$ cat config.mk
export PLATFORM = sky130hd
export DESIGN_NAME = fp_frac_adder
export DESIGN_NICKNAME = d
export VERILOG_FILES = /design/src/rtl/fp_frac_adder.sv
export SDC_FILE = /design/constraint.sdc
export NUM_CORES = 1
export LEC_CHECK = 0
export ABC_CLOCK_PERIOD_IN_PS = 14680
export BUFFER_PORTS_ARGS = -buffer_cell sky130_fd_sc_hd__buf_2
export CAP_MARGIN = 5
export CELL_PAD_IN_SITES_DETAIL_PLACEMENT = 1
export CELL_PAD_IN_SITES_GLOBAL_PLACEMENT = 2
export CORE_ASPECT_RATIO = 0.9
export CORE_MARGIN = 4
export CORE_UTILIZATION = 39
export DETAILED_ROUTE_END_ITERATION = 16
export GPL_TIMING_DRIVEN = 0
export PLACE_DENSITY_LB_ADDON = 0.08
export SYNTH_ARGS = -nofsm -noshare
export SYNTH_HDL_FRONTEND = slang
export SYNTH_SLANG_ARGS = --single-unit
$ cat constraint.sdc
create_clock -name clk -period 14.68 [get_ports clk]
set_clock_uncertainty 0.1 [all_clocks]
set_input_delay 0.734 -clock clk [delete_from_list [all_inputs] [get_ports clk]]
set_output_delay 0.734 -clock clk [all_outputs]
set_load 0.02 [all_outputs]
$ cat src/rtl/fp_frac_adder.sv
module fp_frac_adder #(
  parameter int EW = 8,
  parameter int MW = 16
) (
  input  logic              clk,
  input  logic              rst_n,
  input  logic              in_valid,
  input  logic              op_sub,
  input  logic [EW+MW:0]    a,
  input  logic [EW+MW:0]    b,
  output logic              out_valid,
  output logic [EW+MW:0]    result,
  output logic              ovf,
  output logic              zero
);
  localparam int W    = 1 + EW + MW;
  localparam int CW   = $clog2(MW + 1);
  localparam int XW   = EW + CW + 1;
  localparam int EMAX = (1 << (EW - 1)) - 1;
  localparam int EMIN = -(1 << (EW - 1));
  localparam logic signed [XW-1:0] XMAX = XW'(EMAX);
  localparam logic signed [XW-1:0] XMIN = XW'(EMIN);

  logic                 sa, sb_eff, za, zb, a_big;
  logic signed [EW-1:0] ea, eb;
  logic [MW-1:0]        ma, mb;

  assign sa     = a[W-1];
  assign sb_eff = b[W-1] ^ op_sub;
  assign ea     = a[W-2:MW];
  assign eb     = b[W-2:MW];
  assign ma     = a[MW-1:0];
  assign mb     = b[MW-1:0];
  assign za     = (ma == '0);
  assign zb     = (mb == '0);
  assign a_big  = zb || (!za && (ea > eb || (ea == eb && ma >= mb)));

  // stage 1: swap and align
  logic                 s1_sign, s1_sub;
  logic signed [EW-1:0] s1_exp;
  logic [MW-1:0]        s1_ml, s1_ms;
  logic                 c1_sign, c1_sub;
  logic signed [EW-1:0] c1_exp;
  logic [MW-1:0]        c1_ml, c1_ms;

  always_comb begin
    logic signed [EW-1:0] e_small;
    logic [MW-1:0]        m_small;
    int                   gap;
    c1_exp  = a_big ? ea : eb;
    e_small = a_big ? eb : ea;
    c1_ml   = a_big ? ma : mb;
    m_small = a_big ? mb : ma;
    c1_sign = a_big ? sa : sb_eff;
    c1_sub  = sa ^ sb_eff;
    gap     = int'(c1_exp) - int'(e_small);
    if (m_small == '0 || gap < 0 || gap >= MW) c1_ms = '0;
    else                                       c1_ms = m_small >> gap;
  end

  // stage 2: add or subtract magnitudes
  logic                 s2_sign;
  logic signed [EW-1:0] s2_exp;
  logic [MW:0]          s2_sum;
  logic [MW:0]          c2_sum;

  assign c2_sum = s1_sub ? ({1'b0, s1_ml} - {1'b0, s1_ms})
                         : ({1'b0, s1_ml} + {1'b0, s1_ms});

  // stage 3: renormalize and range check
  function automatic logic [CW-1:0] lead_zeros(input logic [MW-1:0] x);
    lead_zeros = CW'(MW);
    for (int i = 0; i < MW; i++)
      if (x[i]) lead_zeros = CW'(MW - 1 - i);
  endfunction

  logic [CW-1:0]        lz;
  logic signed [XW-1:0] e_ext, e_new;
  logic [MW-1:0]        m_new;
  logic [W-1:0]         c3_res;
  logic                 c3_ovf, c3_zero;

  assign lz    = lead_zeros(s2_sum[MW-1:0]);
  assign e_ext = XW'(s2_exp);

  always_comb begin
    if (s2_sum[MW]) begin
      e_new = e_ext + XW'(1);
      m_new = s2_sum[MW:1];
    end else begin
      e_new = e_ext - $signed({1'b0, XW'(lz)});
      m_new = s2_sum[MW-1:0] << lz;
    end
    c3_ovf  = 1'b0;
    c3_zero = 1'b0;
    c3_res  = {s2_sign, e_new[EW-1:0], m_new};
    if (s2_sum == '0 || e_new < XMIN) begin
      c3_zero = 1'b1;
      c3_res  = '0;
    end else if (e_new > XMAX) begin
      c3_ovf  = 1'b1;
      c3_res  = {s2_sign, EW'(EMAX), {MW{1'b1}}};
    end
  end

  logic v1, v2;

  always_ff @(posedge clk) begin
    if (!rst_n) begin
      v1 <= 1'b0; v2 <= 1'b0; out_valid <= 1'b0;
      s1_sign <= 1'b0; s1_sub <= 1'b0; s1_exp <= '0; s1_ml <= '0; s1_ms <= '0;
      s2_sign <= 1'b0; s2_exp <= '0; s2_sum <= '0;
      result <= '0; ovf <= 1'b0; zero <= 1'b0;
    end else begin
      v1 <= in_valid;
      v2 <= v1;
      out_valid <= v2;
      s1_sign <= c1_sign; s1_sub <= c1_sub; s1_exp <= c1_exp;
      s1_ml <= c1_ml; s1_ms <= c1_ms;
      s2_sign <= s1_sign; s2_exp <= s1_exp; s2_sum <= c2_sum;
      result <= c3_res; ovf <= c3_ovf; zero <= c3_zero;
    end
  end

  p_in_norm_r2: assert property (@(posedge clk) disable iff (!rst_n)
    in_valid |-> (a[MW-1] || a[MW-1:0] == '0) && (b[MW-1] || b[MW-1:0] == '0));
  p_lat_r1: assert property (@(posedge clk) disable iff (!rst_n)
    in_valid |-> ##3 out_valid);
  p_idle_r1: assert property (@(posedge clk) disable iff (!rst_n)
    !in_valid |-> ##3 !out_valid);
  p_norm_r5: assert property (@(posedge clk) disable iff (!rst_n)
    (out_valid && !zero) |-> result[MW-1]);
  p_zero_canon_r7: assert property (@(posedge clk) disable iff (!rst_n)
    (out_valid && zero) |-> (result == '0 && !ovf));
  p_ovf_sat_r8: assert property (@(posedge clk) disable iff (!rst_n)
    (out_valid && ovf) |-> (result[W-2:0] == {EW'(EMAX), {MW{1'b1}}}));
endmodule

### Word level (Yosys, flattened, before mapping)

Index checks and enable logic that the tools add are counted.

* shift operators: 2
* bitwise logic cells: 3
* reductions and logical operators: 15
* eq/ne operators: 1
* $add $sub $neg: 5
* muxes and demuxes: 27
* magnitude comparators: 6

Operators by type and width (number)
* 5-bit 2-to-1 mux: 16
* 16-bit logical NOT: 3
* 16-bit 2-to-1 mux: 3
* 16-bit by 32-bit >> shifter with 16-bit output: 1
* 23-bit 2-to-1 mux: 1
* 16-bit by 16-bit adder with 17-bit output: 1
* 17-bit logical NOT: 1
* 17-bit 2-to-1 mux: 1
* 16-bit by 16-bit subtractor with 17-bit output: 1
* 16-bit greater-or-equal comparator: 1
* 8-bit 2-to-1 mux: 2
* 16-bit by 5-bit << shifter with 16-bit output: 1
* 14-bit by 8-bit > comparator with 1-bit output (second input constant): 1
* 14-bit by 8-bit less-than comparator with 1-bit output (second input constant): 1
* 14-bit 2-to-1 mux: 1
* 8-bit by 2-bit adder with 9-bit output (second input constant): 1
* 9-bit by 6-bit greater-or-equal comparator with 1-bit output (second input constant): 1
* 9-bit by 1-bit less-than comparator with 1-bit output (second input constant): 1
* 8-bit by 6-bit subtractor with 9-bit output: 1
* 8-bit by 8-bit subtractor with 9-bit output: 1
* 8-bit == test: 1
* 8-bit > comparator: 1
* 1-bit logical OR: 5
* 2-bit OR reduction: 2
* other kinds (6): 10

* word-level logic and storage cells: 74
* register bits after elaboration: 98

### Longest topological paths before layout

Gate-level depths: netlist (run 1).

* depth after elaboration: 21
* depth in mapped cells: 24

### Worst setup path after synthesis (run 1)

Ideal clock, no wire load.

* path kind: reg-to-reg
* from: register s2_sum[1]
* to: register result[18]
* period minus slack after synthesis: 5.217 ns
* slack: 9.463 ns
* cell stages (with the launch flop): 24
* buffers on the path: 3
* data arrival time: 4.985 ns
* cells stage by stage: dfxtp_1 -> inv_1 -> a21oi_1 -> o21bai_1 -> a21oi_1 -> o21bai_1 -> a21oi_1 -> o41ai_1 -> clkbuf_1 -> inv_1 -> ha_1 -> and3_1 -> ha_1 -> nor2b_1 -> ha_1 -> a21o_1 -> a21o_1 -> a21o_1 -> a21oi_1 -> xnor2_1 -> nand2_1 -> clkbuf_1 -> buf_1 -> a21oi_1

* longest elaborated chain between the ends: 20

RTL lines
* start: declaration: RTL line 64 `logic [MW:0] s2_sum;`
* start signal: assignment: RTL line 120 `s2_sign <= s1_sign; s2_exp <= s1_exp; s2_sum <= c2_sum;`
* 5-bit 2-to-1 mux (15 in series): RTL line 74 `if (x[i]) lead_zeros = CW'(MW - 1 - i);`
* 8-bit by 6-bit subtractor with 9-bit output: RTL line 91 `e_new = e_ext - $signed({1'b0, XW'(lz)});`
* 14-bit 2-to-1 mux: RTL line 87 `if (s2_sum[MW]) begin`
* 14-bit by 8-bit less-than comparator with 1-bit output: RTL line 97 `if (s2_sum == '0 || e_new < XMIN) begin`
* 1-bit logical OR: RTL line 97
* 2-bit OR reduction (no line)
* end signal: assignment: RTL line 121 `result <= c3_res; ovf <= c3_ovf; zero <= c3_zero;`
* end: declaration: RTL line 12 `output logic [EW+MW:0] result,`

Several ways; a longest one is shown, not always the timed one.
A chain may end at the register's enable or synchronous reset.

### Final worst setup path (run 1)

* from: register s2_sum[0]
* to: register result[14]

* longest elaborated chain between the ends: 21

RTL lines (RTL line)
* 5-bit 2-to-1 mux (16 in series): 74
* 8-bit by 6-bit subtractor with 9-bit output: 91
* 14-bit 2-to-1 mux: 87
* 14-bit by 8-bit less-than comparator with 1-bit output: 97
* 1-bit logical OR: 97
* 2-bit OR reduction (no line)

Several ways; a longest one is shown, not always the timed one.

==> results of run 1 <==
## cell usage in the layout (no fill, tap or decap), types with 5 or more instances in the layout
master,instances
mux2i_1,76
o21ai_0,29
a22oi_1,9
a21oi_1,69
o21bai_1,7
nand3_1,12
buf_2,84
a31o_2,5
a31oi_1,15
and3b_1,5
o211ai_1,5
a211oi_1,17
xor2_1,12
nand2b_1,13
nor2b_1,47
a21o_1,8
ha_1,52
inv_1,58
dfxtp_1,98
xnor2_1,28
nor2_1,56
mux2_2,10
nor4_1,13
nand2_1,51
or3_1,5
and2_1,32
nor3_1,18
clkbuf_1,36
clkbuf_16,9
buf_1,7
## cell families after synthesis
group,synth area share [%]
buffers and inverters,5.83
xor gates and xnor gates,4.88
muxes,13.1
adders and majority gates,9.63
and+or+nand+nor,20.7
AOI/OAI and AO/OA,18.5
DFF,27.4
## synth_stat cells (5+ instances only)
cell / instances
mux2i_1: 76
buf_1: 7
inv_1: 58
nor4_1: 13
a211oi_1: 17
nand3_1: 12
nor2b_1: 47
dfxtp_1: 98
ha_1: 52
mux2_2: 10
nand2b_1: 13
xor2_1: 12
or3_1: 5
o21ai_0: 29
o211ai_1: 5
a31o_2: 5
nor3_1: 18
nor2_1: 56
a31oi_1: 15
and2_1: 32
a22oi_1: 9
nand2_1: 51
xnor2_1: 28
and3b_1: 5
o21bai_1: 7
a21oi_1: 69
clkbuf_1: 36
a21o_1: 8
## through the flow
step | instances | hold slack [ns]
3_3_place_gp | 1188 | 0.310
2_1_floorplan | 867 | 0.306
4_1_cts | 1204 | 0.343
6_report | 1204 | 0.337
3_5_place_dp | 1188 | 0.320
5_1_grt | 1204 | 0.364
## worst max-delay path, stage by stage, from the launching register on
cell and delay (ns):
dfxtp_1 0.44, a21oi_1 0.09, o21bai_1 0.13, a21oi_1 0.08, o21bai_1 0.16, a21oi_1 0.11, o41ai_2 0.76, clkbuf_1 0.58
inv_1 0.14, ha_1 0.25, and3_1 0.16, ha_1 0.27, nor2b_1 0.14, ha_1 0.34, a21o_1 0.17, a21o_1 0.19
a21o_1 0.18, a21oi_1 0.18, xnor2_1 0.15, o221ai_1 0.68, clkbuf_1 0.55, a41oi_1 0.14
## cell type report
class	instances	share of cell area, %
clock inverters	7	0.932
clock buffers	9	2.75
multi-input cells	662	58.6
plain buffers	49	2.44
inverters	58	2.66
flip-flops and latches	98	24.0
well taps	240	3.67
repair buffers	81	4.95
## report_power, final
group | internal [W] | switching [W] | leakage [nW] | total [W]
Sequential | 0.000318 | 0.0000295 | 0.808 | 0.000348
Combinational | 0.000347 | 0.000548 | 2.63 | 0.000895
Clock | 0.000121 | 0.000115 | 0.149 | 0.000236
Total | 0.000787 | 0.000693 | 3.59 | 0.00148
## routing by layer
| metal | GRT usage [%] | part of all wire [%] | vias up |
|---|---|---|---|
| met3 | 2.09 | 2.9 | 24 |
| met5 | 0 | 0 | - |
| met4 | 6.60 | 1.9 | 0 |
| met1 | 29.0 | 47 | 3159 |
| met2 | 38.0 | 48 | 124 |
| li1 | - | - | 3273 |
## final timing paths
path / to / slack [ns] / cells past startpoint
worst max-delay path: result[14]$_SDFF_PP0_ / 8.50 / 21
worst min-delay path: result[24]$_SDFF_PP0_ / 0.34 / 1
worst max register to register: result[14]$_SDFF_PP0_ / 8.50 / 21
worst min register to register: result[24]$_SDFF_PP0_ / 0.34 / 1
## sequential cells by signal, indices dropped and copies added, names as in the netlist
name,count
result,25
zero,1
s2_sum,17
s1_sign,1
s1_sub,1
s1_ms,16
s1_exp,8
v2,1
ovf,1
s2_exp,8
v1,1
s1_ml,16
s2_sign,1
out_valid,1
==> results.tsv, run 1 <==
stage	metric	value	unit
layout	Filler cells	2209	
layout	Ant. Diodes	0	
floorplan	Die Y	137	um
critical_path	Worst setup SP type	flip-flop	
layout	area growth from synthesis to layout	14.1	%
placed_design	IO buf count	81	
floorplan	site row count	46	
drt	vias	6580	
drt	WL/cell	18.3	um
critical_path	worst setup path start	s2_sum[0]$_SDFF_PN0_	
outcome	status	complete, no violations	
sta	Final Hold Vio Count	0	
sta	final worst slack	8.50	ns
floorplan	die extent in x	151	um
hold_path	Worst Min Path Start	s2_sign$_SDFF_PN0_	
floorplan	DIE AREA	20600	um2
floorplan	initial core utilization	40.2	%
global_routing	first-pass GRT wire length	36000	um
layout	Final Cell Area	8190	um2
placed_design	RePlAce Congestion	0.938	
logic_synthesis	Post-synth ARST share	0	%
clock_network	Clock Latency Late Sink	0.35	ns
sta	fin crit share	42.1	%
logic_synthesis	Main synth FF type	dfxtp_1	
sta	RSZ-0062 raised after global routing	false	
critical_path	critical path endpoint category	flip-flop	
global_routing	total grt overflow	0	
sta	Peak Freq	162	MHz
drt	DRC Markers	0	
layout	nets	1067	
clock_network	CTS Root Cell	clkbuf_16	
logic_synthesis	cell taking the most area after synthesis	dfxtp_1	
pwr	Tot Pwr	0.00148	W
critical_path	CP arrival	6.26	ns
logic_synthesis	Synth cell types	65	
global_routing	number of global-route vias before repair	6813	
pwr	Pwr per Cell Area	181	nW/um2
drt	Routed WL	22000	um
layout	layout cells sized above 1	13.7	%
global_routing	antenna violations before repair	0	
sta	Relative slew margins	15.7	%
layout	utilization after layout	45.9	%
sta	Setup Total Neg Slack	0	ns
sta	Final setup viols	0	
clock_network	number of setup buffers added after CTS	0	
placed_design	Area after DPL	7890	um2
logic_synthesis	syn_nets	975	
logic_synthesis	largest cells by area after synthesis	dfxtp_1 (27%), mux2i_1 (11%), ha_1 (9.1%)	
logic_synthesis	yosys warns	0	
logic_synthesis	flops & latches, synth	98	
critical_path	Worst Path Required	14.76	ns
critical_path	critical-path maximum fanout	10	
logic_synthesis	Syn Area/Cell	8.27	um2
hold_path	min-delay worst type	flip-flop to flip-flop	
drt	DRT Pass-1 Iters	4	
drt	drt initial violations	216	
sta	Max Slew Vio Count	0	
logic_synthesis	post-synth top area share	27.4	%
layout	Multi-input gate area	4800	um2
sta	Slew @ Worst Pin	1.25	ns
logic_synthesis	Cells after Synth	867	
drt	vias per cell	5.47	
clock_network	CTS Buf Count	9	
clock_network	CTS tree	done	
placed_design	hpwl dp	18300	um
global_routing	pin count of the biggest net entering global routing	21	
logic_synthesis	synthesized area	7170	um2
clock_network	Clock Path Buffers	2	
critical_path	Crit Path Category	flip-flop to flip-flop	
clock_network	Post-CTS Resized	0	
pwr	Worst VDD drop	0.0819	mV
logic_synthesis	Post-synth EDFFs	0	
floorplan	I/O pins	82	
drt	Routed Antenna Nets	0	
critical_path	reg2reg start	s2_sum[0]$_SDFF_PN0_	
layout	FF/Latch Area	1960	um2
clock_network	Worst-path clk slew	0.08	ns
logic_synthesis	register area share after synthesis	27.4	%
sta	Tmin final	6.18	ns
clock_network	clock sink total	98	
clock_network	H-tree depth	3	
run	max cap viols	0	
clock_network	cts hold-fix bufs	0	
floorplan	Core Area	17800	um2
global_routing	GRT Total Usage	22.0	%
pwr	Leak	3.59	nW
placed_design	pre-CTS WS	8.53	ns
No activity file was read; power rests on OpenSTA's default activity.
==> run 2, diff against run 1 <==
--- a/config.mk
+++ b/config.mk
@@ -5,14 +5,14 @@
 export SDC_FILE = /design/constraint.sdc
 export NUM_CORES = 1
 export LEC_CHECK = 0
-export ABC_CLOCK_PERIOD_IN_PS = 14680
+export ABC_CLOCK_PERIOD_IN_PS = 6200
 export BUFFER_PORTS_ARGS = -buffer_cell sky130_fd_sc_hd__buf_2
 export CAP_MARGIN = 5
 export CELL_PAD_IN_SITES_DETAIL_PLACEMENT = 1
 export CELL_PAD_IN_SITES_GLOBAL_PLACEMENT = 2
 export CORE_ASPECT_RATIO = 0.9
 export CORE_MARGIN = 4
-export CORE_UTILIZATION = 39
+export CORE_UTILIZATION = 36
 export DETAILED_ROUTE_END_ITERATION = 16
 export GPL_TIMING_DRIVEN = 0
 export PLACE_DENSITY_LB_ADDON = 0.08
==> constraint.sdc (replaced) <==
create_clock -name clk -period 6.2 [get_ports clk]
set_clock_uncertainty 0.1 [all_clocks]
set_input_delay 0.31 -clock clk [delete_from_list [all_inputs] [get_ports clk]]
set_output_delay 0.31 -clock clk [all_outputs]
set_load 0.02 [all_outputs]
==> results.tsv, run 2 (synthesized netlist as in run 1, its figures left out) <==
stage	metric	value	unit	change
layout	commonest non-fill, non-tap cells in the layout	dfxtp_1 (98), buf_2 (84), mux2i_1 (76)		
floorplan	Die Y	142	um	+3.8%
drt	Routed Antenna Nets	0		unchanged
global_routing	total grt overflow	0		unchanged
sta	Relative slew margins	39.2	%	+24 points
sta	Slew @ Worst Pin	0.912	ns	-0.341 ns
drt	Routed WL	22500	um	+2.1%
layout	area growth from synthesis to layout	14.7	%	
sta	Setup Total Neg Slack	0	ns	unchanged
critical_path	Crit Path Category	flip-flop to flip-flop		
global_routing	first-pass GRT wire length	36800	um	+2.3%
floorplan	I/O pins	82		unchanged
critical_path	Worst Path Required	6.32	ns	-8.44 ns
drt	vias	6540		-0.61%
critical_path	WP buf/inv	4		+1
placed_design	IO buf count	81		unchanged
sta	fin crit share	89.7	%	+48 points
global_routing	antenna violations before repair	0		unchanged
clock_network	Worst-path clk slew	0.08	ns	about the same
critical_path	crit path max-delay cell type	o41ai_4		
placed_design	Area after DPL	7900	um2	+0.16%
pwr	Worst VDD drop	0.181	mV	+120%
critical_path	R2R depth	22		+4.8%
pwr	Pwr per Cell Area	429	nW/um2	+140%
drt	DRC Markers	0		unchanged
layout	Final Cell Area	8230	um2	+0.49%
pwr	Comb pwr share	60.9	%	+0.4 points
sta	RSZ-0062 raised after global routing	false		
global_routing	pin count of the biggest net entering global routing	20		-4.8%
layout	fin cells	1215		+0.91%
layout	nets	1068		+0.094%
layout	Ant. Diodes	0		unchanged
critical_path	cell mode on critical path	a21oi_1		
layout	Largest register FFs	25		unchanged
drt	vias per cell	5.38		-1.5%
placed_design	hpwl dp	18900	um	+3.3%
critical_path	Worst path max stage delay	0.57	ns	-0.19 ns
layout	Filler cells	2378		+7.7%
layout	layout cells sized above 1	14.0	%	+0.30 points
sta	worst hold slack	0.0762	ns	-0.261 ns
sta	Peak Freq	180	MHz	+11%
critical_path	Worst setup SP type	flip-flop		
hold_path	min-delay worst type	primary input to flip-flop		
pwr	Sequential Power Share	23.4	%	about the same
clock_network	Clock Path Buffers	2		unchanged
global_routing	GRT Total Usage	20.4	%	-1.5 points
pwr	sw frac	46.6	%	-0.19 points
critical_path	FF-to-FF End	result[5]$_SDFF_PP0_		
placed_design	RePlAce Congestion	0.900		-4.1%
critical_path	CP top delay family	compound AO/OA/AOI/OAI gates		
placed_design	dpl cells	1198		+0.84%
critical_path	critical path endpoint category	flip-flop		
sta	Tmin final	5.56	ns	-0.622 ns
critical_path	critical-path maximum fanout	10		unchanged
sta	Final setup viols	0		unchanged
pwr	Leak	3.60	nW	+0.27%
clock_network	clock sink total	98		unchanged
clock_network	CTS Buf Count	9		unchanged
global_routing	number of global-route vias before repair	7093		+4.1%
floorplan	die extent in x	157	um	+3.9%
critical_path	R2R Setup Slk	0.64	ns	-7.86 ns
sta	Final Hold Vio Count	0		unchanged
clock_network	CTS Root Cell	clkbuf_16		
critical_path	CP arrival	5.68	ns	-0.58 ns
clock_network	CTS tree	done		
run	max cap viols	0		unchanged
hold_path	Worst Min Path Start	in_valid		
critical_path	reg2reg start	s2_sum[2]$_SDFF_PN0_		
drt	drt initial violations	185		-14%
critical_path	crit-path cells	a21oi_1 > o21bai_1 > a21oi_1 > o21bai_1 > a21oi_1 > o41ai_4 > clkbuf_2 > inv_1 > ha_1 > and3_1 > ha_1 > nor2b_1 > ha_1 > a21o_1 > a21o_1 > a21o_1 > a21oi_1 > xnor2_1 > nand2_1 > clkbuf_1 > buf_1 > a21oi_1		
hold_path	hold worst-path end	v1$_SDFF_PN0_		
drt	DRT Pass-1 Iters	4		unchanged
floorplan	initial core utilization	37.0	%	-3.2 points
floorplan	Core Area	19400	um2	+8.7%
clock_network	H-tree depth	3		unchanged
outcome	status	complete, no violations		
floorplan	site row count	48		+4.3%
pwr	internal power	0.00188	W	+140%
sta	Max Slew Vio Count	0		unchanged
pwr	Clk pwr share	15.8	%	-0.2 points
layout	most common cell after layout, fill and taps aside	dfxtp_1		
layout	largest register by flop count	result		
pwr	switching power of the nets	0.00164	W	+140%
floorplan	DIE AREA	22300	um2	+7.9%
hold_path	hold path depth	2		+1
layout	largest registers	result: 25 flops, s2_sum: 17 flops		
drt	WL/cell	18.5	um	+1.1%
clock_network	Clock Latency Late Sink	0.35	ns	about the same
==> run 2: how the worst max path moves through the flow <==
stage	start	end	slack, ns	depth (start not counted)
global placement	s2_sum[0]$_SDFF_PN0_	result[23]$_SDFF_PP0_	-0.50	21
global route	s2_sum[2]$_SDFF_PN0_	result[3]$_SDFF_PP0_	0.24	22
detailed placement	s2_sum[2]$_SDFF_PN0_	result[23]$_SDFF_PP0_	-0.04	21
finish	s2_sum[2]$_SDFF_PN0_	result[5]$_SDFF_PP0_	0.64	22
floorplan	s2_sum[1]$_SDFF_PN0_	result[18]$_SDFF_PP0_	0.98	23
CTS	s2_sum[2]$_SDFF_PN0_	result[23]$_SDFF_PP0_	0.19	21
==> run 2: worst reg2reg max path: stages (launching register included) <==
cell and delay (ns):
dfxtp_1 0.47, a21oi_1 0.07, o21bai_1 0.13, a21oi_1 0.08, o21bai_1 0.15, a21oi_1 0.12, o41ai_4 0.57, clkbuf_2 0.42
inv_1 0.12, ha_1 0.24, and3_1 0.18, ha_1 0.26, nor2b_1 0.14, ha_1 0.34, a21o_1 0.17, a21o_1 0.20
a21o_1 0.18, a21oi_1 0.18, xnor2_1 0.16, nand2_1 0.23, clkbuf_1 0.41, buf_1 0.39, a21oi_1 0.13
==> run 2: repair_timing <==
| item | CTS | global route |
|---|---|---|
| endpoints found under the setup margin | 5 | 20 |
| hold buffers | 0 | 0 |
| resized for setup | 1 | 3 |
| buffers inserted | 0 | 0 |
==> run 2: cell type report <==
class                           count  area [um2]  area share [%]
Multi-Input combinational cell    662        4820            58.6
Sequential cell                    98        1960            23.8
Timing Repair Buffer               82         410            4.99
Tap cell                          250         313            3.80
Clock buffer                       10         239            2.90
Inverter                           58         218            2.65
Buffer                             49         201            2.45
Clock inverter                      6        66.3           0.806
==> run 2: stage by stage <==
stage	power, W	setup WS, ns	utilization [%]
6_report	0.00353	0.641	42.4
5_1_grt	0.00382	0.245	42.4
4_1_cts	0.00356	0.189	42.4
3_5_place_dp	0.00297	-0.0366	40.7
3_3_place_gp	0.00293	-0.495	40.7
2_1_floorplan	0.00236	0.983	-
==> run 2: routing by layer <==
layer,global-route usage (%),part of all wire (%),vias to the layer above
li1,-,-,3266
met1,24.6,44,3103
met2,37.4,51,125
met3,1.83,2.2,46
met4,8.17,3.4,0
met5,0,0,-
==> run 2: power by group through the flow <==
stage / sequential (W) / combinational, W / clock, W
6_report: 0.000824 / 0.00215 / 0.000556
3_3_place_gp: 0.000834 / 0.00210 / 0
5_1_grt: 0.000839 / 0.00238 / 0.000598
4_1_cts: 0.000826 / 0.00216 / 0.000569
2_1_floorplan: 0.000881 / 0.00148 / 0
3_5_place_dp: 0.000839 / 0.00213 / 0
